**src/rtl/mc_pkg.sv**
```systemverilog
package mc_pkg;

    localparam int XLEN  = 32;
    localparam int RIDX  = 5;
    localparam int NREGS = 1 << RIDX;

    localparam logic [5:0] OP_RTYPE = 6'h00;
    localparam logic [5:0] OP_JUMP  = 6'h02;
    localparam logic [5:0] OP_BEQ   = 6'h04;
    localparam logic [5:0] OP_LOAD  = 6'h23;
    localparam logic [5:0] OP_STORE = 6'h2B;

    localparam logic [5:0] FN_ADD = 6'h20;
    localparam logic [5:0] FN_SUB = 6'h22;
    localparam logic [5:0] FN_AND = 6'h24;
    localparam logic [5:0] FN_OR  = 6'h25;
    localparam logic [5:0] FN_SLT = 6'h2A;

    typedef enum logic [3:0] {
        ST_FETCH, ST_DECODE, ST_EXEC_R, ST_ADDR, ST_BRANCH,
        ST_JUMP, ST_WB_R, ST_STORE, ST_LOAD, ST_WB_LD
    } mc_state_e;

    typedef enum logic [2:0] {ALU_ADD, ALU_SUB, ALU_AND, ALU_OR, ALU_SLT} alu_op_e;
    typedef enum logic [0:0] {SA_PC, SA_REG} src_a_e;
    typedef enum logic [1:0] {SB_REG, SB_FOUR, SB_IMM, SB_IMM_SH} src_b_e;
    typedef enum logic [1:0] {PN_ALU, PN_HELD, PN_JUMP} pc_next_e;

    typedef struct packed {
        logic     pc_we;
        logic     pc_cond;
        pc_next_e pc_src;
        logic     ir_we;
        logic     mdr_we;
        logic     ab_we;
        logic     res_we;
        src_a_e   src_a;
        src_b_e   src_b;
        alu_op_e  op;
        logic     mem_we;
        logic     addr_pc;
        logic     rf_we;
        logic     dst_rd;
        logic     from_mdr;
    } ctrl_t;

    function automatic logic [XLEN-1:0] sext16(input logic [15:0] imm);
        return {{(XLEN-16){imm[15]}}, imm};
    endfunction

    function automatic alu_op_e funct_op(input logic [5:0] fn);
        case (fn)
            FN_SUB:  return ALU_SUB;
            FN_AND:  return ALU_AND;
            FN_OR:   return ALU_OR;
            FN_SLT:  return ALU_SLT;
            default: return ALU_ADD;
        endcase
    endfunction

endpackage

```
**src/rtl/mc_regfile.sv**
```systemverilog
module mc_regfile
    import mc_pkg::*;
#(
    parameter int AW = RIDX,
    parameter int DW = XLEN
) (
    input  logic          clk,
    input  logic          rst,
    input  logic [AW-1:0] ra1,
    input  logic [AW-1:0] ra2,
    output logic [DW-1:0] rd1,
    output logic [DW-1:0] rd2,
    input  logic          we,
    input  logic [AW-1:0] wa,
    input  logic [DW-1:0] wd
);
    localparam int N = 1 << AW;

    logic [DW-1:0] regs [N];

    for (genvar i = 0; i < N; i++) begin : g_reg
        if (i == 0) begin : g_zero
            assign regs[i] = '0;
        end else begin : g_ff
            always_ff @(posedge clk) begin
                if (rst)
                    regs[i] <= '0;
                else if (we && wa == AW'(i))
                    regs[i] <= wd;
            end
        end
    end

    assign rd1 = regs[ra1];
    assign rd2 = regs[ra2];
endmodule

```
**src/rtl/mc_alu.sv**
```systemverilog
module mc_alu
    import mc_pkg::*;
#(
    parameter int DW = XLEN
) (
    input  logic [DW-1:0] a,
    input  logic [DW-1:0] b,
    input  alu_op_e       op,
    output logic [DW-1:0] y,
    output logic          zero
);
    always_comb begin
        case (op)
            ALU_SUB: y = a - b;
            ALU_AND: y = a & b;
            ALU_OR:  y = a | b;
            ALU_SLT: y = {{(DW-1){1'b0}}, ($signed(a) < $signed(b))};
            default: y = a + b;
        endcase
    end
    assign zero = (y == '0);
endmodule

```
**src/rtl/mc_ctrl.sv**
```systemverilog
module mc_ctrl
    import mc_pkg::*;
(
    input  logic       clk,
    input  logic       rst,
    input  logic [5:0] opcode,
    input  logic [5:0] funct,
    output ctrl_t      ctl,
    output logic       in_fetch
);
    mc_state_e state, nxt;

    always_ff @(posedge clk) begin
        if (rst) state <= ST_FETCH;
        else     state <= nxt;
    end

    always_comb begin
        nxt = ST_FETCH;
        case (state)
            ST_FETCH:  nxt = ST_DECODE;
            ST_DECODE: begin
                case (opcode)
                    OP_RTYPE:          nxt = ST_EXEC_R;
                    OP_LOAD, OP_STORE: nxt = ST_ADDR;
                    OP_BEQ:            nxt = ST_BRANCH;
                    OP_JUMP:           nxt = ST_JUMP;
                    default:           nxt = ST_FETCH;
                endcase
            end
            ST_EXEC_R: nxt = ST_WB_R;
            ST_ADDR:   nxt = (opcode == OP_LOAD) ? ST_LOAD : ST_STORE;
            ST_LOAD:   nxt = ST_WB_LD;
            default:   nxt = ST_FETCH;
        endcase
    end

    always_comb begin
        ctl = '0;
        ctl.src_a = SA_REG;
        ctl.src_b = SB_REG;
        ctl.op    = ALU_ADD;
        ctl.pc_src = PN_ALU;
        case (state)
            ST_FETCH: begin
                ctl.addr_pc = 1'b1;
                ctl.ir_we   = 1'b1;
                ctl.pc_we   = 1'b1;
                ctl.src_a   = SA_PC;
                ctl.src_b   = SB_FOUR;
            end
            ST_DECODE: begin
                ctl.ab_we  = 1'b1;
                ctl.res_we = 1'b1;
                ctl.src_a  = SA_PC;
                ctl.src_b  = SB_IMM_SH;
            end
            ST_EXEC_R: begin
                ctl.res_we = 1'b1;
                ctl.op     = funct_op(funct);
            end
            ST_ADDR: begin
                ctl.res_we = 1'b1;
                ctl.src_b  = SB_IMM;
            end
            ST_BRANCH: begin
                ctl.op      = ALU_SUB;
                ctl.pc_cond = 1'b1;
                ctl.pc_src  = PN_HELD;
            end
            ST_JUMP: begin
                ctl.pc_we  = 1'b1;
                ctl.pc_src = PN_JUMP;
            end
            ST_WB_R: begin
                ctl.rf_we  = 1'b1;
                ctl.dst_rd = 1'b1;
            end
            ST_STORE: ctl.mem_we = 1'b1;
            ST_LOAD:  ctl.mdr_we = 1'b1;
            ST_WB_LD: begin
                ctl.rf_we    = 1'b1;
                ctl.from_mdr = 1'b1;
            end
            default: ;
        endcase
    end

    assign in_fetch = (state == ST_FETCH);
endmodule

```
**src/rtl/mc_core.sv**
```systemverilog
module mc_core
    import mc_pkg::*;
(
    input  logic            clk,
    input  logic            rst,
    output logic [XLEN-1:0] mem_addr,
    output logic [XLEN-1:0] mem_wdata,
    output logic            mem_we,
    input  logic [XLEN-1:0] mem_rdata,
    output logic            fetch_cycle
);
    ctrl_t           ctl;
    logic [XLEN-1:0] pc_q, ir_q, mdr_q, a_q, b_q, res_q;
    logic [XLEN-1:0] rf_rd1, rf_rd2, rf_wd;
    logic [RIDX-1:0] rf_wa;
    logic [XLEN-1:0] alu_a, alu_b, alu_y, imm_x, pc_nxt;
    logic            alu_zero;
    logic            unused_shamt;

    assign unused_shamt = ^ir_q[10:6];
    assign imm_x = sext16(ir_q[15:0]);

    mc_ctrl u_ctrl (
        .clk      (clk),
        .rst      (rst),
        .opcode   (ir_q[31:26]),
        .funct    (ir_q[5:0]),
        .ctl      (ctl),
        .in_fetch (fetch_cycle)
    );

    assign rf_wa = ctl.dst_rd ? ir_q[15:11] : ir_q[20:16];
    assign rf_wd = ctl.from_mdr ? mdr_q : res_q;

    mc_regfile #(.AW(RIDX), .DW(XLEN)) u_rf (
        .clk (clk),
        .rst (rst),
        .ra1 (ir_q[25:21]),
        .ra2 (ir_q[20:16]),
        .rd1 (rf_rd1),
        .rd2 (rf_rd2),
        .we  (ctl.rf_we),
        .wa  (rf_wa),
        .wd  (rf_wd)
    );

    assign alu_a = (ctl.src_a == SA_PC) ? pc_q : a_q;
    always_comb begin
        case (ctl.src_b)
            SB_FOUR:   alu_b = XLEN'(4);
            SB_IMM:    alu_b = imm_x;
            SB_IMM_SH: alu_b = {imm_x[XLEN-3:0], 2'b00};
            default:   alu_b = b_q;
        endcase
    end

    mc_alu #(.DW(XLEN)) u_alu (
        .a    (alu_a),
        .b    (alu_b),
        .op   (ctl.op),
        .y    (alu_y),
        .zero (alu_zero)
    );

    always_comb begin
        case (ctl.pc_src)
            PN_HELD: pc_nxt = res_q;
            PN_JUMP: pc_nxt = {pc_q[XLEN-1:XLEN-4], ir_q[25:0], 2'b00};
            default: pc_nxt = alu_y;
        endcase
    end

    always_ff @(posedge clk) begin
        if (rst) begin
            pc_q  <= '0;
            ir_q  <= '0;
            mdr_q <= '0;
            a_q   <= '0;
            b_q   <= '0;
            res_q <= '0;
        end else begin
            if (ctl.pc_we || (ctl.pc_cond && alu_zero)) pc_q <= pc_nxt;
            if (ctl.ir_we)  ir_q  <= mem_rdata;
            if (ctl.mdr_we) mdr_q <= mem_rdata;
            if (ctl.ab_we) begin
                a_q <= rf_rd1;
                b_q <= rf_rd2;
            end
            if (ctl.res_we) res_q <= alu_y;
        end
    end

    assign mem_addr  = ctl.addr_pc ? pc_q : res_q;
    assign mem_wdata = b_q;
    assign mem_we    = ctl.mem_we;
endmodule

```
**config.mk**
```make
export PLATFORM = sky130hd
export DESIGN_NAME = mc_core
export DESIGN_NICKNAME = d
export VERILOG_FILES = /design/src/rtl/mc_pkg.sv /design/src/rtl/mc_regfile.sv /design/src/rtl/mc_alu.sv /design/src/rtl/mc_ctrl.sv /design/src/rtl/mc_core.sv
export SDC_FILE = /design/constraint.sdc
export NUM_CORES = 2
export LEC_CHECK = 0
export ABC_AREA = 1
export BUFFER_PORTS_ARGS = -buffer_cell sky130_fd_sc_hd__buf_2
export CORE_ASPECT_RATIO = 1.5
export CORE_MARGIN = 2
export CORE_UTILIZATION = 45
export CTS_CLUSTER_DIAMETER = 60
export CTS_CLUSTER_SIZE = 25
export DETAILED_ROUTE_END_ITERATION = 6
export PLACE_DENSITY = 0.6
export SETUP_SLACK_MARGIN = 0.5
export SYNTH_ARGS = -nofsm -noshare
export SYNTH_HDL_FRONTEND = slang
export SYNTH_SLANG_ARGS = --single-unit
```
**constraint.sdc**
```tcl
create_clock -name clk -period 3.6 [get_ports clk]
set_input_delay 0.36 -clock clk [delete_from_list [all_inputs] [get_ports clk]]
set_output_delay 0.36 -clock clk [all_outputs]
set_load 0.005 [all_outputs]
```
---- Word-level counts from Yosys, hierarchy flattened ----
Index checks and enable logic that the tools add are counted.
Widths: inputs -> output; s select.
storage, ports and cells
  output and inout bits ................... 66
  logic and storage cells ................. 178
  bits in registers ....................... 1188
  input port bits ......................... 34
operators by class
  equal/unequal tests ..................... 57
  bitwise operators ....................... 5
  order comparisons ....................... 3
  reductions and logical operators ........ 42
  multiplexer cells ....................... 30
  add/subtract/negate cells ............... 2
operators by type and width
  cell                number
  $bmux 32 s5         2
  $mux 32             7
  $pmux 32 s4         1
  $pmux 32 s3         1
  $eq 5x5->1 const B  16
  $pmux 32 s2         1
  $eq 5x4->1 const B  8
  $eq 6x6->1 const B  6
  $add 32x32->32      1
  $and 32x32->32      1
  $logic_and 1x1->1   32
  $logic_not 32->1    1
  $lt 32x32->1        1
  $or 32x32->32       1
  $sub 32x32->32      1
  $pmux 3 s4          2
  $eq 5x3->1 const B  4
  $pmux 4 s5          1
  $eq 4x3->1 const B  4
  $ge 6x6->1 const B  2
  $not 5->6           2
  $eq 5x2->1 const B  2
  $mux 1              10
  $eq 4x2->1 const B  2
  22 further kinds    30

---- Longest topological paths before layout ----
  depth after elaboration ................. 10
  depth in mapped cells ................... 34
  depth with buffers taken out ............ 32

---- Modules after synthesis ----
A second synthesis with hierarchy kept.
unflattened totals
  cells, all modules ...................... 12043
  area total of the unflattened synthesis .. 72151.7 um^2
modules (own cells, without submodules)
  module      seq. area each (um^2)  area each (um^2)  cells each  instances
  mc_regfile  19859.0                55690.9           9185        1
  mc_core     3843.7                 9233.9            1426        1
  mc_alu      0.0                    6744.0            1351        1
  mc_ctrl     80.1                   483.0             81          1

---- Worst setup path after synthesis ----
Ideal clock, no wire load.
  path type ............................... register to register
  start ................................... register u_ctrl.state[0]
  end ..................................... register pc_q[24]
  path slack .............................. -264 ps
  required time ........................... 3487 ps
  arrival time ............................ 3751 ps
  stages on the path, launching flop included .. 32
  cell sequence ........................... dfxtp_1 clkbuf_1 nand2_1 nor2_1 inv_1 clkbuf_1 o221ai_1 o21ai_0 inv_1 ha_1 buf_2 nor2_1 inv_1 nor2_1 inv_1 nor2_1 nand2_1 nand2_1 nand2_1 nand3_1 nand2_1 nand3_1 nand2_1 nor2_1 nand2_1 nor2_1 nand3_2 nand2_4 inv_4 buf_6 nor2_1 nor2_1
on the way
  word-level cells in the longest chain between the ends .. 9
RTL lines
  item                                      RTL line       RTL
  from (decl)                               mc_ctrl.sv:11  mc_state_e state, nxt;
  from (signal assigned)                    mc_ctrl.sv:15  else state <= nxt;
  $eq 4x2->1 (tied with other cells)        mc_ctrl.sv:44  case (state)
  $pmux 2 s3                                mc_ctrl.sv:44
  $eq 2x2->1 or $eq 2x1->1 (tied branches)  mc_core.sv:49  case (ctl.src_b)
  $pmux 32 s3                               mc_core.sv:49
  $add 32x32->32 (tied with other cells)    mc_alu.sv:18   default: y = a + b;
  $pmux 32 s4                               mc_alu.sv:13   case (op)
  $logic_not 32->1                          mc_alu.sv:21   assign zero = (y == '0);
  $logic_and 1x1->1                         mc_core.sv:82  if (ctl.pc_we || (ctl.pc_cond && alu_zero)) pc_q <= pc_nxt;
  $logic_or 1x1->1                          mc_core.sv:82
  to (signal assigned)                      mc_core.sv:82
  to (decl)                                 mc_core.sv:13  logic [XLEN-1:0] pc_q, ir_q, mdr_q, a_q, b_q, res_q;
Parallel ways exist; a longest one is shown, timed or not.
A chain may end at the register's enable or synchronous reset.

---- Final worst setup path ----
  start ................................... register u_ctrl.state[2]
  end ..................................... register pc_q[7]
Same word-level chain as after synthesis.

==> out/metrics.csv <==
stage;metric;value;unit
yosys;synth_top_family_by_area;compound AO/OA/AOI/OAI gates;
setup_path;critical_path_arrival;4.89;ns
setup_path;reg2reg_depth;30;
timing;tns;-19.75;ns
yosys;synthCells;10213;
job;cap_violations;0;
yosys;synth.top_cell.area_share;35.7;%
yosys;ys_ff_latch;1188;
clocking;numCtsBuffers;94;
floorplanning;placementRows;172;
setup_path;crit_top_cell;buf_4;
grt;grtUsageMet2;69.3;%
grt;busiest_layer;met2;
yosys;ys_types;52;
yosys;syn-num-nets;10347;
yosys;synthArstFlopShare;0;%
layout;drive_above_1_share;18.7;%
grt;grt_pass1_vias;73028;
timing;grt_setup_unrepaired;yes;
yosys;syn_area_per_cell;6.52;µm²
hold_path;hold_path_depth;2;
clocking;cts.sinks;1188;
yosys;yosysSeqAreaShare;35.7;%
layout;syn_to_final_growth;23.3;%
timing;finClkSkew;0.0411;ns
power;max-vdd-ir-drop;0.700;mV
timing;fmax;237;MHz
placement;hpwl;219;mm
floorplanning;fp.dieArea;151000;µm²
grt;grt_max_degree;156;
setup_path;slowest_stage;dfxtp_2;
setup_path;critPathRequiredTime;4.26;ns
placement;place.gp.congestion;1.00;
placement;placed_cells;12115;
layout;layout_commonest_cell;a21oi_1;
floorplanning;fp.dieW;318;µm
grt;grt_antenna_before_repair;16;
yosys;synth_fa_ha_area_share;1.90;%
clocking;cts_root_buf;clkbuf_16;
placement;dpl_worst_slack;-1.11;ns
timing;tightest_slew;1.22;ns
timing;setup_ws;-0.626;ns
setup_path;critPathTopFamily;buffers and inverters;
power;leakage;30.2;nW
power;pwr_density_cell;1070;nW/µm²
yosys;synth-xor-area-share;0.171;%
floorplanning;io_pins;100;
hold_path;worstHoldPathType;in -> reg;
routing;wl;341;mm
setup_path;critical_path.endpoint_type;flip-flop;
yosys;synthFlopType;dfxtp_1;
timing;period_share;117;%
layout;fillers;14255;
timing;fin_crit;4.23;ns
clocking;clk_path_buf_depth;3;
layout;instances_no_fill;12439;
run_status;violations;DRC, setup timing;
yosys;netlist_area;66600;µm²
timing;timing.final.hold_violations;0;
placement;io_buffer_count;99;
yosys;synth_area_leaders;dfxtp_1 (36%), a21oi_1 (15%), o21ai_0 (10%);
timing;max_slew_margin;18.3;%
layout;final_nets;10573;
clocking;clk_latency;0.79;ns
grt;globalRouteTotalUtil;43.1;%
grt;grt_first_pass_wirelength;489;mm
routing;postRouteAntennaNets;0;
layout;final_cell_mix;a21oi_1 (1,938), nand2_1 (1,321), o21ai_0 (1,278), dfxtp_1 (1,174), inv_1 (856);
timing;fin_hold_ws;0.0376;ns
grt;use_met3;8.78;%
setup_path;critPathBufInv;14;
yosys;yosysTopAreaCell;dfxtp_1;
setup_path;path_max_fanout;8;
yosys;synth_mux_area_share;0.0451;%
clocking;clk_pin_slew_worst_paths;0.09;ns
clocking;htree_levels;3;
hold_path;min_from;rst;
setup_path;cp.depth;30;
yosys;yosys_warnings;0;
routing;drtIter0Drc;10741;
setup_path;startpoint;u_ctrl.state[2];
yosys;synth_compound_area_share;31.8;%
routing;drc;4;
grt;overflow;0;
floorplanning;coreArea;147000;µm²
floorplanning;start_util;45.4;%
yosys;yosys.area_share.simple;19.3;%
layout;utilization;55.9;%
yosys;synth_edf_count;0;
routing;routedWlPerCell;27.4;µm
setup_path;r2r_start;u_ctrl.state[2];
timing;final-max-slew-violation-count;0;
routing;vias;78439;
routing;viasPerCell;6.31;
setup_path;worstSetupStartpointType;flip-flop;
floorplanning;die_height;475;µm
timing;setup-violations-final;35;
setup_path;worst_path_largest_cell_delay;0.35;ns
run_status;status;complete, but fails checks;
clocking;cts_tree;built;
grt;grt_use_met1;48.7;%
routing;firstDrtPassIters;7;
setup_path;criticalPathCategory;reg -> reg;
synth_stat cells, types with 2 or more instances:
library cell  count
nor2_2            6
nand2_1        1524
a21boi_0          2
nand2_2           4
o21a_1            2
a31oi_1           7
xor2_1           11
clkinv_1          5
nand3b_1         19
buf_1            63
o211ai_1        381
nor3_1           82
o22ai_1          69
nand4_4           2
ha_1             98
a211oi_1          9
buf_2            79
inv_2             7
nor4_1            2
a21oi_1        2022
a22oi_1          66
a21oi_2           5
clkbuf_1        805
a311oi_1          2
fa_1              2
dfxtp_1        1188
o311ai_0          2
buf_4             3
nand4_1          33
mux2i_1           3
xnor2_1           2
nand3_1         863
buf_6             7
o21ai_1          29
nand2_4           2
o21bai_1         11
o21ai_0        1338
inv_1           942
o221ai_1         12
nor2_4            3
nor2_1          490
flip-flops by register name, indices dropped and copies added (netlist names):
signal / cells
a_q: 32
ir_q: 32
mdr_q: 32
mem_wdata: 32
pc_q: 32
res_q: 32
u_ctrl.state: 4
u_rf.regs: 992
area by class of cell:
| type | count | area [µm²] | share of cell area, % |
|---|---|---|---|
| clock buffers | 100 | 2460 | 2.99 |
| flip-flops and latches | 1188 | 23800 | 29.0 |
| multi-input cells | 7113 | 38900 | 47.3 |
| diodes | 8 | 20.0 | 0.0244 |
| clock inverters | 74 | 926 | 1.13 |
| repair inverters | 1 | 16.3 | 0.0198 |
| repair buffers | 1086 | 9890 | 12.0 |
| inverters | 955 | 3730 | 4.54 |
| well taps | 1914 | 2390 | 2.92 |
path summary, 6_finish.rpt:
kind / slack (ns) / to
max: -0.63 / pc_q[7]
max reg2reg: -0.63 / pc_q[7]
min reg2reg: 0.46 / u_rf.regs[593]
min: 0.04 / u_rf.regs[514]
metal layers:
layer	share of wire [%]	vias to the layer above	routed length, µm
met3	10	1548	34700
li1	-	35129	-
met1	35	36491	118000
met2	45	5259	153000
met5	0.022	-	74
met4	10	12	34900
timing repair:
| item | 4_1_cts | 5_1_grt |
|---|---|---|
| hold buffers | 32 | 0 |
| hold endpoints to repair | 57 | 0 |
| resized for setup | 435 | 385 |
| setup endpoints to repair | 454 | 702 |
| pin swaps | 98 | 119 |
| buffers inserted | 69 | 31 |
| cloned | 4 | 6 |
metrics by stage:
| stage | total power [W] | cell area, µm² |
|---|---|---|
| finish | 0.0877 | 82100 |
| global route | 0.0905 | 82100 |
| CTS | 0.0817 | 80300 |
| detailed placement | 0.0651 | 74400 |
| global placement | 0.0651 | 74400 |
| floorplan | 0.0400 | 67300 |
cells by family after synthesis:
group           after synthesis
compound gates             3961
buf+inv                    1912
flops                      1188
simple gates               3036
fa+ha+maj                   100
mux                           3
xor+xnor                     13
report_power, final:
part / internal (W) / switching [W] / leakage, nW
registers: 0.0140 / 0.000879 / 9.61
logic: 0.0218 / 0.0392 / 18.9
clock network: 0.00562 / 0.00616 / 1.63
total: 0.0415 / 0.0462 / 30.2
(Power assumes the default switching activity.)
